--- config.mk ---
export PLATFORM = sky130hd
export DESIGN_NAME = cdac_update_ctrl
export DESIGN_NICKNAME = d
export VERILOG_FILES = /design/src/rtl/cdac_pkg.sv /design/src/rtl/cdac_wr_regs.sv /design/src/rtl/cdac_pin_edge.sv /design/src/rtl/cdac_trig_sel.sv /design/src/rtl/cdac_update_ctrl.sv
export SDC_FILE = /design/constraint.sdc
export NUM_CORES = 1
export LEC_CHECK = 0
export BUFFER_PORTS_ARGS = -buffer_cell sky130_fd_sc_hd__buf_4
export CORE_ASPECT_RATIO = 0.5
export CORE_MARGIN = 1.5
export CORE_UTILIZATION = 45
export DETAILED_ROUTE_END_ITERATION = 10
export PLACE_DENSITY_LB_ADDON = 0.12
export SLEW_MARGIN = 20
export SYNTH_ARGS = -nofsm -noshare
export SYNTH_HDL_FRONTEND = slang
export SYNTH_SLANG_ARGS = --single-unit
--- constraint.sdc ---
create_clock -name clk -period 1.7 [get_ports clk]
set_input_delay 0.085 -clock clk [delete_from_list [all_inputs] [get_ports clk]]
set_output_delay 0.085 -clock clk [all_outputs]
set_load 0.02 [all_outputs]
--- src/rtl/cdac_pkg.sv ---
package cdac_pkg;
  localparam int unsigned CODE_W = 10;
  localparam int unsigned BYTE_W = 8;
  localparam int unsigned LO_W   = CODE_W - BYTE_W;

  typedef enum logic [1:0] {
    ADR_CTRL = 2'd0,
    ADR_LO   = 2'd1,
    ADR_HI   = 2'd2,
    ADR_NONE = 2'd3
  } addr_e;

  typedef enum logic [2:0] {
    MODE_TIMER = 3'b000,
    MODE_PIN   = 3'b001,
    MODE_WRITE = 3'b111
  } mode_e;

  typedef enum logic [1:0] {
    RNG_HALF_MA = 2'b00,
    RNG_ONE_MA  = 2'b01,
    RNG_TWO_MA  = 2'b10
  } range_e;

  typedef struct packed {
    logic       en;
    logic [2:0] mode;
    logic       rise;
    logic [1:0] range;
  } ctrl_t;
endpackage

--- src/rtl/cdac_wr_regs.sv ---
module cdac_wr_regs
  import cdac_pkg::*;
#(
  parameter int unsigned CW = CODE_W,
  parameter int unsigned BW = BYTE_W
) (
  input  logic          clk,
  input  logic          rst_n,
  input  logic          wr_fire,
  input  logic [1:0]    wr_addr,
  input  logic [BW-1:0] wr_data,
  output ctrl_t         ctrl_q,
  output logic          hi_wr,
  output logic [CW-1:0] held_code
);
  localparam int unsigned LW = CW - BW;

  logic [BW-1:0] hi_q;
  logic [LW-1:0] lo_q;
  logic          ctrl_wr;
  logic          lo_wr;
  logic [1:0]    range_in;

  assign ctrl_wr = wr_fire && (wr_addr == ADR_CTRL);
  assign lo_wr   = wr_fire && (wr_addr == ADR_LO);
  assign hi_wr   = wr_fire && (wr_addr == ADR_HI);

  // A written range of 11 saturates to the largest legal setting.
  assign range_in = (wr_data[1:0] == 2'b11) ? RNG_TWO_MA : wr_data[1:0];

  always_ff @(posedge clk or negedge rst_n) begin
    if (!rst_n) begin
      ctrl_q <= '{en: 1'b0, mode: MODE_WRITE, rise: 1'b0, range: RNG_HALF_MA};
    end else if (ctrl_wr) begin
      ctrl_q <= '{en: wr_data[7], mode: wr_data[6:4], rise: wr_data[3], range: range_in};
    end
  end

  always_ff @(posedge clk or negedge rst_n) begin
    if (!rst_n) begin
      hi_q <= '0;
      lo_q <= '0;
    end else begin
      if (hi_wr) hi_q <= wr_data;
      if (lo_wr) lo_q <= wr_data[BW-1 -: LW];
    end
  end

  assign held_code = {hi_q, lo_q};
endmodule

--- src/rtl/cdac_pin_edge.sv ---
module cdac_pin_edge #(
  parameter int unsigned STAGES = 2
) (
  input  logic clk,
  input  logic rst_n,
  input  logic pin_async,
  input  logic rise_sel,
  output logic edge_hit
);
  logic [STAGES-1:0] sync_q;
  logic              prev_q;
  logic              cur;

  for (genvar i = 0; i < STAGES; i++) begin : g_sync
    if (i == 0) begin : g_first
      always_ff @(posedge clk or negedge rst_n) begin
        if (!rst_n) sync_q[0] <= 1'b0;
        else        sync_q[0] <= pin_async;
      end
    end else begin : g_next
      always_ff @(posedge clk or negedge rst_n) begin
        if (!rst_n) sync_q[i] <= 1'b0;
        else        sync_q[i] <= sync_q[i-1];
      end
    end
  end

  assign cur = sync_q[STAGES-1];

  always_ff @(posedge clk or negedge rst_n) begin
    if (!rst_n) prev_q <= 1'b0;
    else        prev_q <= cur;
  end

  assign edge_hit = rise_sel ? (cur && !prev_q) : (!cur && prev_q);
endmodule

--- src/rtl/cdac_trig_sel.sv ---
module cdac_trig_sel
  import cdac_pkg::*;
#(
  parameter int unsigned CW = CODE_W,
  parameter int unsigned BW = BYTE_W
) (
  input  logic [2:0]    mode,
  input  logic          hi_wr,
  input  logic [BW-1:0] hi_byte,
  input  logic          tmr_ovf,
  input  logic          pin_edge,
  input  logic [CW-1:0] held_code,
  output logic          load_now,
  output logic [CW-1:0] load_code
);
  localparam int unsigned LW = CW - BW;

  always_comb begin
    load_now  = 1'b0;
    load_code = held_code;
    unique case (mode)
      MODE_WRITE: begin
        load_now  = hi_wr;
        load_code = {hi_byte, held_code[LW-1:0]};
      end
      MODE_TIMER: load_now = tmr_ovf;
      MODE_PIN:   load_now = pin_edge;
      default:    load_now = 1'b0;
    endcase
  end
endmodule

--- src/rtl/cdac_update_ctrl.sv ---
module cdac_update_ctrl
  import cdac_pkg::*;
#(
  parameter int unsigned CW          = CODE_W,
  parameter int unsigned BW          = BYTE_W,
  parameter int unsigned SYNC_STAGES = 2
) (
  input  logic          clk,
  input  logic          rst_n,
  input  logic          wr_valid,
  output logic          wr_ready,
  input  logic [1:0]    wr_addr,
  input  logic [BW-1:0] wr_data,
  input  logic          tmr_ovf,
  input  logic          conv_pin,
  output logic [CW-1:0] dac_code,
  output logic [CW-1:0] sw_ctl,
  output logic          dac_en,
  output logic [1:0]    range_sel
);
  ctrl_t         ctrl_q;
  logic          wr_fire;
  logic          hi_wr;
  logic          pin_edge;
  logic          load_now;
  logic [CW-1:0] held_code;
  logic [CW-1:0] load_code;
  logic [CW-1:0] code_q;
  logic [2:0]    mode_q;

  assign wr_ready = 1'b1;
  assign wr_fire  = wr_valid && wr_ready;
  assign mode_q   = ctrl_q.mode;

  cdac_wr_regs #(.CW(CW), .BW(BW)) u_regs (
    .clk       (clk),
    .rst_n     (rst_n),
    .wr_fire   (wr_fire),
    .wr_addr   (wr_addr),
    .wr_data   (wr_data),
    .ctrl_q    (ctrl_q),
    .hi_wr     (hi_wr),
    .held_code (held_code)
  );

  cdac_pin_edge #(.STAGES(SYNC_STAGES)) u_edge (
    .clk       (clk),
    .rst_n     (rst_n),
    .pin_async (conv_pin),
    .rise_sel  (ctrl_q.rise),
    .edge_hit  (pin_edge)
  );

  cdac_trig_sel #(.CW(CW), .BW(BW)) u_trig (
    .mode      (mode_q),
    .hi_wr     (hi_wr),
    .hi_byte   (wr_data),
    .tmr_ovf   (tmr_ovf),
    .pin_edge  (pin_edge),
    .held_code (held_code),
    .load_now  (load_now),
    .load_code (load_code)
  );

  always_ff @(posedge clk or negedge rst_n) begin
    if (!rst_n)        code_q <= '0;
    else if (load_now) code_q <= load_code;
  end

  assign dac_code  = code_q;
  assign dac_en    = ctrl_q.en;
  assign range_sel = ctrl_q.range;
  assign sw_ctl    = ctrl_q.en ? code_q : '0;
endmodule

# Word level (Yosys, flattened, before mapping)
# Index checks and enable logic that the tools add are counted.
# op_classes
muxes,5
n_reduce_logical,9
eq_ne,5
# op_table
cell,n
10-bit 2-to-1 mux,2
1-bit logical AND,5
2-bit equality test (second input constant),2
3-bit by 1-bit equality test with 1-bit output (second input constant),1
3-bit equality test (second input constant),1
3-bit zero test,1
1-bit one-hot mux with 3 select lines,1
2-bit by 1-bit equality test with 1-bit output (second input constant),1
1-bit zero test,2
2-bit zero test,1
2-bit 2-to-1 mux,1
1-bit 2-to-1 mux,1
# totals
reg_bits,30
in_bits,15
out_inout_bits,24
elab_cells,29

# Depth between registers and ports, before layout
# Gate-level depths: netlist of run 1.
# depth
depth_word,4
ltp_mapped,5
ltp_nobuf,4

# Modules after synthesis
# From an unflattened synthesis of run 1, not the netlist that was laid out.
# unflattened
hier_cells,92
hier_area_um2,1396.3
# by_module_without_submodules
mod,seq_area_each_um2,cells_each,area_per_inst_um2,n_inst
cdac_wr_regs,429.2,39,668.1,1
cdac_update_ctrl,250.2,33,485.5,1
cdac_trig_sel,0.0,14,145.1,1
cdac_pin_edge,75.1,6,97.6,1

# Worst setup path after synthesis of run 1
# Ideal clock, no wire load.
# synth_timing
path_type,reg2reg
startpoint,"register, netlist name u_regs.ctrl_q[4]"
endpoint,register code_q[0] (netlist: dac_code[0])
setup_slack_ns,0.073
arrival_ns,1.503
path_stages_with_launch,6
setup_time_ns,0.125
period_less_slack_ns,1.627
n_path_buf,1
t_required_ns,1.575
cell_sequence,dfstp_2 -> or4b_1 -> o21ai_0 -> a31o_2 -> buf_6 -> mux2_2
# synth_via
elab_chain_cells,2
elab_cells_between_ends,4
cone_classes,eq/ne (2); mux (1); reduce/logical (1)
# synth_rtl
element,line,source
"3-bit by 1-bit equality test with 1-bit output, or another cell as far along",cdac_trig_sel.sv:21,unique case (mode)
1-bit one-hot mux with 3 select lines (*),cdac_trig_sel.sv:21,
to (signal assigned),cdac_update_ctrl.sv:67,else if (load_now) code_q <= load_code;
to (decl),cdac_update_ctrl.sv:28,logic [CW-1:0] code_q;
# Mark *: on every way between the ends. The rest lies on a longest branch, timed or not.
# A chain may end at the register's enable or synchronous reset.

# Final worst setup path of run 1
# layout_timing
startpoint,"register, netlist name u_regs.ctrl_q[4]"
endpoint,register code_q[1] (netlist: dac_code[1])
# layout_via
elab_chain_cells,2
elab_cells_between_ends,4
cone_classes,eq/ne (2); mux (1); reduce/logical (1)
# layout_rtl
element,line
"3-bit by 1-bit equality test with 1-bit output, or another cell as far along",cdac_trig_sel.sv:21
1-bit one-hot mux with 3 select lines (*),cdac_trig_sel.sv:21
# Marked as above.

==> results of run 1 <==
flip-flops by register name (all words and copies together) (netlist names):
signal         cells
dac_code          10
u_regs.hi_q        8
u_regs.ctrl_q      7
u_regs.lo_q        2
u_edge.cur         1
u_edge.prev_q      1
u_edge.sync_q      1
synth_stat cells, drive strengths merged:
| cell | instances |
|---|---|
| buf | 4 |
| nand2b | 1 |
| nor3b | 1 |
| inv | 1 |
| mux2 | 34 |
| and2 | 10 |
| dfrtp | 27 |
| nor2 | 1 |
| conb | 1 |
| nand2 | 1 |
| nand3b | 3 |
| o21ai | 2 |
| o22ai | 1 |
| nand3 | 1 |
| a31o | 1 |
| dfstp | 3 |
| or4b | 1 |
| clkbuf | 1 |
worst min-delay path by stage:
stage | to | slack, ns
global route | u_regs.hi_q[2] | 0.04
detailed placement | u_edge.cur | 0.04
floorplan | dac_code[0] | -0.21
CTS | u_regs.hi_q[2] | 0.05
global placement | u_edge.cur | 0.03
finish | u_regs.hi_q[2] | 0.05
worst max-delay path, delay by kind of cell, from the launching register on:
kind             cells  cell delay [ns]
AO/OA/AOI/OAI        2             0.32
flip-flops           1             0.36
multiplexers         1             0.35
AND/OR/NAND/NOR      1             0.53
final cells by class:
class	instances	area share
timing repair buffer	44	0.1885
sequential	30	0.4240
inverter	1	0.002110
tap	37	0.02602
multi-input combinational	59	0.3143
clock buffer	8	0.04501
timing repair:
action,4_1_cts,5_1_grt
hold buffers,2,0
gates cloned,1,0
gates resized for setup,2,1
pin swaps,0,0
endpoints found under the setup margin,10,10
endpoints found under the hold margin,28,0
logic make-up (layout without fill, tap and decap cells):
logic type             Yosys count  in the layout  synth area share
AOI/OAI and AO/OA                4              5           0.01864
buffers and inverters            6             53           0.03075
DFF                             30             30            0.5620
muxes                           34             34            0.2852
other                            1              1          0.002793
and+or+nand+nor                 19             19            0.1006
per-stage QoR:
step           cells  setup slack [ns]  utilization
3_3_place_gp     168          0.001826       0.6135
2_1_floorplan     94           0.07276            -
6_report         179           0.02763       0.6550
5_1_grt          179         -0.009483       0.6550
4_1_cts          179          0.005253       0.6536
3_5_place_dp     168          -0.02833       0.6135
report_power, final:
part / internal, mW / switching [mW]
logic: 0.546 / 0.499
registers: 0.925 / 0.135
clock network: 0.290 / 0.237
total: 1.76 / 0.872
per-layer routing:
metal	share of wire	track usage	up-vias
li1	-	-	421
met1	0.50	0.2567	447
met2	0.44	0.2538	23
met3	0.051	0.07912	4
met4	0.012	0.06207	0
met5	0	0	-
==> qor.yml, run 1 <==
fp.dieH_um: 41.63
first_iter_violations: 18
setup-violations-final: 0
clock_skew_ns: 0.004725
r2r_end: "dac_code[1]"
clk_latency_ns: 0.27
min_path_cells: 2
drc: 0
wl_um: 2593
timing.rr.start: "u_regs.ctrl_q[4]"
crit_fanout: 5
areaGrowthSynthToFinish_pct: 32.53
yosysSeqAreaShare: 0.5620
cts_tree: "built"
hp-class: "input port to flop"
p_leak_nw: 0.8149
drtAntennaViolNets: 0
core_region_area_um2: 2716
gp_congestion: 0.6456
grt_pass1_vias: 890
worstPathRequired_ns: 1.86
final_area_um2: 1779
overflow: 0
max_freq_mhz: 598.0
power.total_mw: 2.633
dr.pass1.iters: 2
crit_type: "flop to flop"
rsz0062_at_grt: "yes"
min_from: "wr_data[2]"
timing.critical_path.from: "u_regs.ctrl_q[4]"
yosysUniqueCellTypes: 20
routedWlPerCell_um: 14.49
start_util: 0.4942
path_clk_slew_ns: 0.06
postPlaceCellArea_um2: 1667
worstPathCellList: "or4b_1 -> o21ai_2 -> a31o_2 -> mux2_2"
root_buffer: "clkbuf_8"
antenna_found_initial: 0
vias: 895
fin_crit_ns: 1.672
fin_hold_ws_ns: 0.05312
post_drt_via_cell_ratio: 5.000
yosys_warnings: 0
rrSetupSlack_ns: 0.03
power.density_nw_per_um2: 1480
crit_arrival_ns: 1.83
numCtsBuffers: 5
antennaDiodeCount: 0
peakVddDrop_mv: 0.8255
port-buffer-count: 37
synth-seq-cells: 30
slowest_stage: "or4b_1"
cts_sinks: 30
slew_violations: 0
h-tree-depth: 2
worstRegToRegCells: 4
n_fill_cell: 212
grt_max_degree: 31
synth.area.top_cells: "dfrtp_1 (50%), mux2_2 (29%), dfstp_2 (5.9%)"
grt_pass1_wl_um: 4360
die_area_um2: 3340
num_rows: 13
maxCapViolations: 0
die_w_um: 80.25
synth_top_area_cell: "dfrtp_1"
synth_top_area_share: 0.5033
synth_cells: 94
timing.final.crit_share: 0.9837
multi_input_area_um2: 559.3
num-nets-final: 156
syn-num-nets: 109
syn_avg_cell_area_um2: 14.28
layout_common_cells: "buf_4 (42), mux2_2 (34), dfrtp_1 (27)"
critPathMaxStageDelay_ns: 0.53
post-cts-setup-buffer-count: 0
num_io_pins: 39
clockBufferDepth: 2
drive_above_1_share: 0.6338
crit_path_start_kind: "flop"
endpoint: "dac_code[1]"
gr-usage-all-layers: 0.1835
endpoint_kind: "flop"
layout_commonest_cell: "buf_4"
fin_setup_tns_ns: 0
ff_latch_area_um2: 754.5
hold_violations: 0
synth_area_um2: 1343
status: "completed"
Power figures use the tool's default switching activity.
==> run 2: changes to the inputs <==
--- a/config.mk
+++ b/config.mk
@@ -6,7 +6,7 @@
 export NUM_CORES = 1
 export LEC_CHECK = 0
 export BUFFER_PORTS_ARGS = -buffer_cell sky130_fd_sc_hd__buf_4
-export CORE_ASPECT_RATIO = 0.5
+export CORE_ASPECT_RATIO = 1.5
 export CORE_MARGIN = 1.5
 export CORE_UTILIZATION = 45
 export DETAILED_ROUTE_END_ITERATION = 10
==> run 2 against run 1 <==
Core utilization shrank 3.3 points. Non-clock buffer count unchanged. Clock power is 8.5% higher. Sequential power is essentially flat. Worst setup slack got worse by 0.015 ns. Global-route usage shrank 0.12 points. Sequential share of layout area fell by 0.30 points. Cell area grew 0.70%. Sequential cell count did not move. Clock-buffer cell count stayed put. Clock skew shrank 0.0015 ns. Largest power group unchanged. Highest routed layer unchanged.
==> qor.yml, run 2 (synthesis gave the netlist of run 1 again) <==
n_fill_cell: 244  # +15%
critPathMaxStageDelay_ns: 0.53  # about the same
drive_above_1_share: 0.6408  # +0.007042
grt_use_met3: 0.04651  # -0.03261
fin_setup_tns_ns: 0  # unchanged
crit_arrival_ns: 1.84  # about the same
layout.cells.non_filler: 181  # +1.1%
p_leak_nw: 0.8209  # +0.74%
fin_crit_ns: 1.688  # +0.01545 ns
die_w_um: 47.60  # -41%
hpwlAfterDp_um: 1867
crit_fanout: 5  # unchanged
power.density_nw_per_um2: 1496  # +1.1%
numCtsBuffers: 5  # unchanged
post_drt_via_cell_ratio: 5.033  # +0.66%
slew_violations: 0  # unchanged
clkPwrFrac: 0.213  # +0.013
largest_reg_flops: 10  # unchanged
wl_um: 2686  # +3.6%
port-buffer-count: 37  # unchanged
die_area_um2: 3327  # -0.41%
crit_path_start_kind: "flop"
num_rows: 24  # +11
grt_pass1_vias: 896  # +0.67%
dr.pass1.iters: 2  # unchanged
fp.dieH_um: 69.90  # +68%
endpoint_kind: "flop"
worstPathRequired_ns: 1.85  # about the same
place_inst: 170  # +1.2%
start_util: 0.4657  # -0.02853
layout_commonest_cell: "buf_4"
grt_max_degree: 31  # unchanged
power.net_switching_mw: 0.8799  # +0.94%
grt_pass1_wl_um: 4236  # -2.8%
timing.final.crit_share: 0.9928  # +0.009088
drtAntennaViolNets: 0  # unchanged
layout_common_cells: "buf_4 (42), mux2_2 (34), dfrtp_1 (27)"
cts_sinks: 30  # unchanged
ff_latch_area_um2: 754.5  # unchanged
maxCapViolations: 0  # unchanged
areaGrowthSynthToFinish_pct: 33.46
hold_violations: 0  # unchanged
cts_tree: "built"
routedWlPerCell_um: 14.84  # +2.4%
multi_input_area_um2: 559.3  # unchanged
antennaDiodeCount: 0  # unchanged
core_region_area_um2: 2883  # +6.1%
antenna_found_initial: 0  # unchanged
busiest_layer: "met2"
clock_skew_ns: 0.003254  # -0.001471 ns
power_frac_seq: 0.397  # -0.006
root_buffer: "clkbuf_8"
rsz0062_at_grt: "yes"
hp-class: "input port to flop"
place_ws_ns: -0.05222  # -0.02389 ns
overflow: 0  # unchanged
drc: 0  # unchanged
clockBufferDepth: 2  # unchanged
slowest_stage: "or4b_1"
path_clk_slew_ns: 0.06  # about the same
num_io_pins: 39  # unchanged
setup_slack_ns: 0.01218  # -0.01545 ns
clk_latency_ns: 0.27  # about the same
postPlaceCellArea_um2: 1669  # +0.15%
gr-usage-all-layers: 0.1823  # -0.001231
peakVddDrop_mv: 0.9583  # +16%
fin_hold_ws_ns: 0.05982  # +0.006705 ns
worstPathCellList: "or4b_1 -> o21ai_2 -> a31o_2 -> mux2_2"
switching_share: 0.3282  # -0.002840
h-tree-depth: 2  # unchanged
crit_type: "flop to flop"
setup-violations-final: 0  # unchanged
p_int_mw: 1.801  # +2.2%
final_area_um2: 1792  # +0.70%
first_iter_violations: 12  # -6
status: "completed"
pwr-share-comb: 0.390  # -0.007
gp_congestion: 0.8163  # +26%
use_met1: 0.2350  # -0.02171
max_freq_mhz: 592.5  # -0.92%
vias: 911  # +1.8%
num-nets-final: 156  # unchanged
met2_usage: 0.2793  # +0.02550
==> run 2: cell counts in the layout (fill, tap and decap cells not counted) <==
Identical to the previous run, type by type.
==> run 2: area by class of cell <==
cell class / count / share of cell area
multi-input cells: 59 / 0.3122
clock buffers: 8 / 0.05028
flip-flops and latches: 30 / 0.4211
repair buffers: 44 / 0.1872
well taps: 39 / 0.02723
inverters: 1 / 0.002095
==> run 2: what timing repair did <==
item                       CTS  global route
gates cloned                 1             0
hold buffers                 2             0
setup endpoints to repair   10            10
gates resized for setup      3             0
hold endpoints to repair    28             0
setup buffers                0             0
==> run 2: path summary, 6_finish.rpt <==
check | start | end | slack [ns] | depth (start not counted)
hold reg to reg | u_edge.sync_q[0] | u_edge.cur | 0.36 | 0
setup / recovery | u_regs.ctrl_q[4] | dac_code[1] | 0.01 | 4
max in group asynchronous | rst_n | u_regs.ctrl_q[5] | 1.11 | 2
hold / removal | wr_data[4] | u_regs.hi_q[4] | 0.06 | 2
min in group asynchronous | rst_n | u_edge.cur | 0.27 | 2
setup reg to reg | u_regs.ctrl_q[4] | dac_code[1] | 0.01 | 4
==> run 2: critical path: cells and delay by family, from the launching register on <==
kind	cells	cell delay, ns
DFF	1	0.37
and+or+nand+nor	1	0.53
AOI/OAI and AO/OA	2	0.31
muxes	1	0.36
==> run 2: through the flow <==
step / power [mW] / utilization
finish: 2.681 / 0.6215
global route: 2.831 / 0.6215
CTS: 2.719 / 0.6215
detailed placement: 2.124 / 0.5790
global placement: 2.086 / 0.5790
floorplan: 1.666 / -
==> run 2: power groups by stage <==
stage                     Combinational [mW]  Sequential, mW  Clock, mW
after global routing                    1.11            1.10      0.621
after global placement                  1.02            1.07          0
after detailed placement                1.04            1.08          0
after CTS                               1.06            1.07      0.588
final                                   1.05            1.06      0.572
after floorplan                        0.468            1.20          0
==> run 2: layer usage <==
layer	up-vias	share of wire
met3	5	0.042
li1	429	-
met5	-	0
met1	449	0.41
met2	28	0.53
met4	0	0.018
==> run 3: changes to the inputs <==
--- a/config.mk
+++ b/config.mk
@@ -5,7 +5,7 @@
 export SDC_FILE = /design/constraint.sdc
 export NUM_CORES = 1
 export LEC_CHECK = 0
-export BUFFER_PORTS_ARGS = -buffer_cell sky130_fd_sc_hd__buf_4
+export BUFFER_PORTS_ARGS = -buffer_cell sky130_fd_sc_hd__buf_2
 export CORE_ASPECT_RATIO = 1.5
 export CORE_MARGIN = 1.5
 export CORE_UTILIZATION = 45
==> run 3 against run 2 <==
The flow now finishes with violations (setup timing). Sequential share of layout area grew 2.0 points. Clock-buffer cell count fell by 1. Core utilization decreased by 2.8 points. First-iteration DRC count fell by 75%. Cell count stayed put. Clock power barely moved. Wire length shrank 4.3%. Worst setup slack got worse by 0.035 ns. Critical path type unchanged. Critical endpoint is now dac_code[3].
==> qor.yml, run 3 (synthesis gave the netlist of run 1 again) <==
status: "finished, violations left"
use_met1: 0.2496  # +0.01458
routedWlPerCell_um: 14.20  # -4.3%
cp_num_buf_inv: 1  # +1
fin_hold_ws_ns: 0.06458  # +0.004764 ns
post_drt_via_cell_ratio: 4.785  # -4.9%
num_io_pins: 39  # unchanged
grt_use_met3: 0.05426  # +0.007752
met2_usage: 0.2553  # -0.02402
drc: 0  # unchanged
crit_type: "flop to flop"
power.density_nw_per_um2: 1496  # about the same
areaGrowthSynthToFinish_pct: 27.49
die_w_um: 47.60  # unchanged
maxCapViolations: 0  # unchanged
overflow: 0  # unchanged
worstMarginPinSlew_ns: 0.6606
antenna_found_initial: 0  # unchanged
hp-class: "input port to flop"
slew_headroom: 0.5596
grt_pass1_wl_um: 4181  # -1.3%
clockBufferDepth: 2  # unchanged
fin_crit_ns: 1.723  # +0.03519 ns
fin_setup_tns_ns: -0.1307  # -0.1307 ns
worstPathRequired_ns: 1.86  # about the same
p_leak_nw: 0.8057  # -1.8%
root_buffer: "clkbuf_8"
clock_skew_ns: 0.003622  # +0.0003681 ns
grt_max_degree: 31  # unchanged
port-buffer-count: 37  # unchanged
busiest_layer: "met2"
antennaDiodeCount: 0  # unchanged
layout_common_cells: "buf_2 (37), mux2_2 (33), dfrtp_1 (27)"
max_freq_mhz: 580.4  # -2.0%
fp.dieH_um: 69.90  # unchanged
gr-usage-all-layers: 0.1786  # -0.003644
hpwlAfterDp_um: 1843  # -1.3%
slowest_stage: "or4b_1"
crit_path_start_kind: "flop"
vias: 866  # -4.9%
slew_violations: 0  # unchanged
crit_fanout: 10  # +5
numCtsBuffers: 5  # unchanged
path_clk_slew_ns: 0.06  # about the same
first_iter_violations: 3  # -9
critPathTopFamily: "simple AND/OR/NAND/NOR gates"
timing.final.crit_share: 1.014  # +0.02070
setup-violations-final: 9  # +9
layout_commonest_cell: "buf_2"
start_util: 0.4657  # unchanged
rsz0062_at_grt: "yes"
fin_util: 0.5938  # -0.02778
core_region_area_um2: 2883  # unchanged
die_area_um2: 3327  # unchanged
h-tree-depth: 2  # unchanged
num-nets-final: 156  # unchanged
crit_arrival_ns: 1.88  # +0.04 ns
endpoint_kind: "flop"
gp_congestion: 0.7368  # -9.7%
violations: "setup timing"
largest_reg_flops: 10  # unchanged
drive_above_1_share: 0.6408  # unchanged
worstPathCellList: "or4b_1 -> o21ai_1 -> a31o_2 -> buf_12 -> mux2_2"
cts_tree: "built"
setup_slack_ns: -0.02301  # -0.03519 ns
peakVddDrop_mv: 0.8098  # -15%
hold_violations: 0  # unchanged
critPathMaxStageDelay_ns: 0.52  # about the same
wl_um: 2570  # -4.3%
num_rows: 24  # unchanged
grt_pass1_vias: 874  # -2.5%
cts_sinks: 30  # unchanged
drtAntennaViolNets: 0  # unchanged
clk_latency_ns: 0.27  # about the same
dr.pass1.iters: 2  # unchanged
## run 3: changes by cell type in the layout (fill, tap and decap cells not counted)
cell,previous run,this run
o21ai_1,0,1
buf_12,0,1
buf_2,0,37
mux2_4,0,1
mux2_2,34,33
clkbuf_1,2,1
clkinv_2,0,1
buf_4,42,5
a31o_2,2,1
o21ai_2,1,0
## run 3: area by class of cell
cell class / count / area (um2)
clock inverters: 1 / 5.005
well taps: 39 / 48.80
clock buffers: 7 / 86.33
multi-input cells: 58 / 550.5
inverters: 1 / 3.754
flip-flops and latches: 30 / 754.5
repair buffers: 45 / 262.8
fillers: 265 / 1171
## run 3: path summary, 6_finish.rpt
kind                             startpoint                to  slack, ns  depth (start not counted)
max                        u_regs.ctrl_q[4]       dac_code[3]      -0.02                          5
min                              wr_data[2]    u_regs.hi_q[2]       0.06                          2
max reg2reg                u_regs.ctrl_q[4]       dac_code[3]      -0.02                          5
min reg2reg                u_edge.sync_q[0]        u_edge.cur       0.36                          0
max in group asynchronous             rst_n  u_regs.ctrl_q[1]       0.89                          2
min in group asynchronous             rst_n        u_edge.cur       0.38                          2
## run 3: report_power, final
part,switching [mW],internal [mW],total [mW]
Clock,0.249,0.326,0.575
Combinational,0.494,0.439,0.934
Sequential,0.127,0.925,1.05
## run 3: what timing repair did
item,in CTS,in global routing
setup endpoints to repair,10,10
hold endpoints to repair,28,0
buffers inserted,0,0
resized for setup,2,0
hold buffers,2,0
## run 3: routing by layer
layer / vias up / share of wire
met2: 24 / 0.48
met1: 414 / 0.46
met4: 0 / 0.012
li1: 424 / -
met3: 4 / 0.044
met5: - / 0
## run 3: through the flow
step	total power, mW	std cells	area [um2]	setup WS [ns]
finish	2.560	181	1712	-0.02301
global route	2.723	181	1712	-0.06299
CTS	2.593	181	1712	-0.03504
detailed placement	2.000	171	1597	-0.02611
global placement	1.964	171	1597	0.05395
floorplan	1.666	94	1343	0.07276
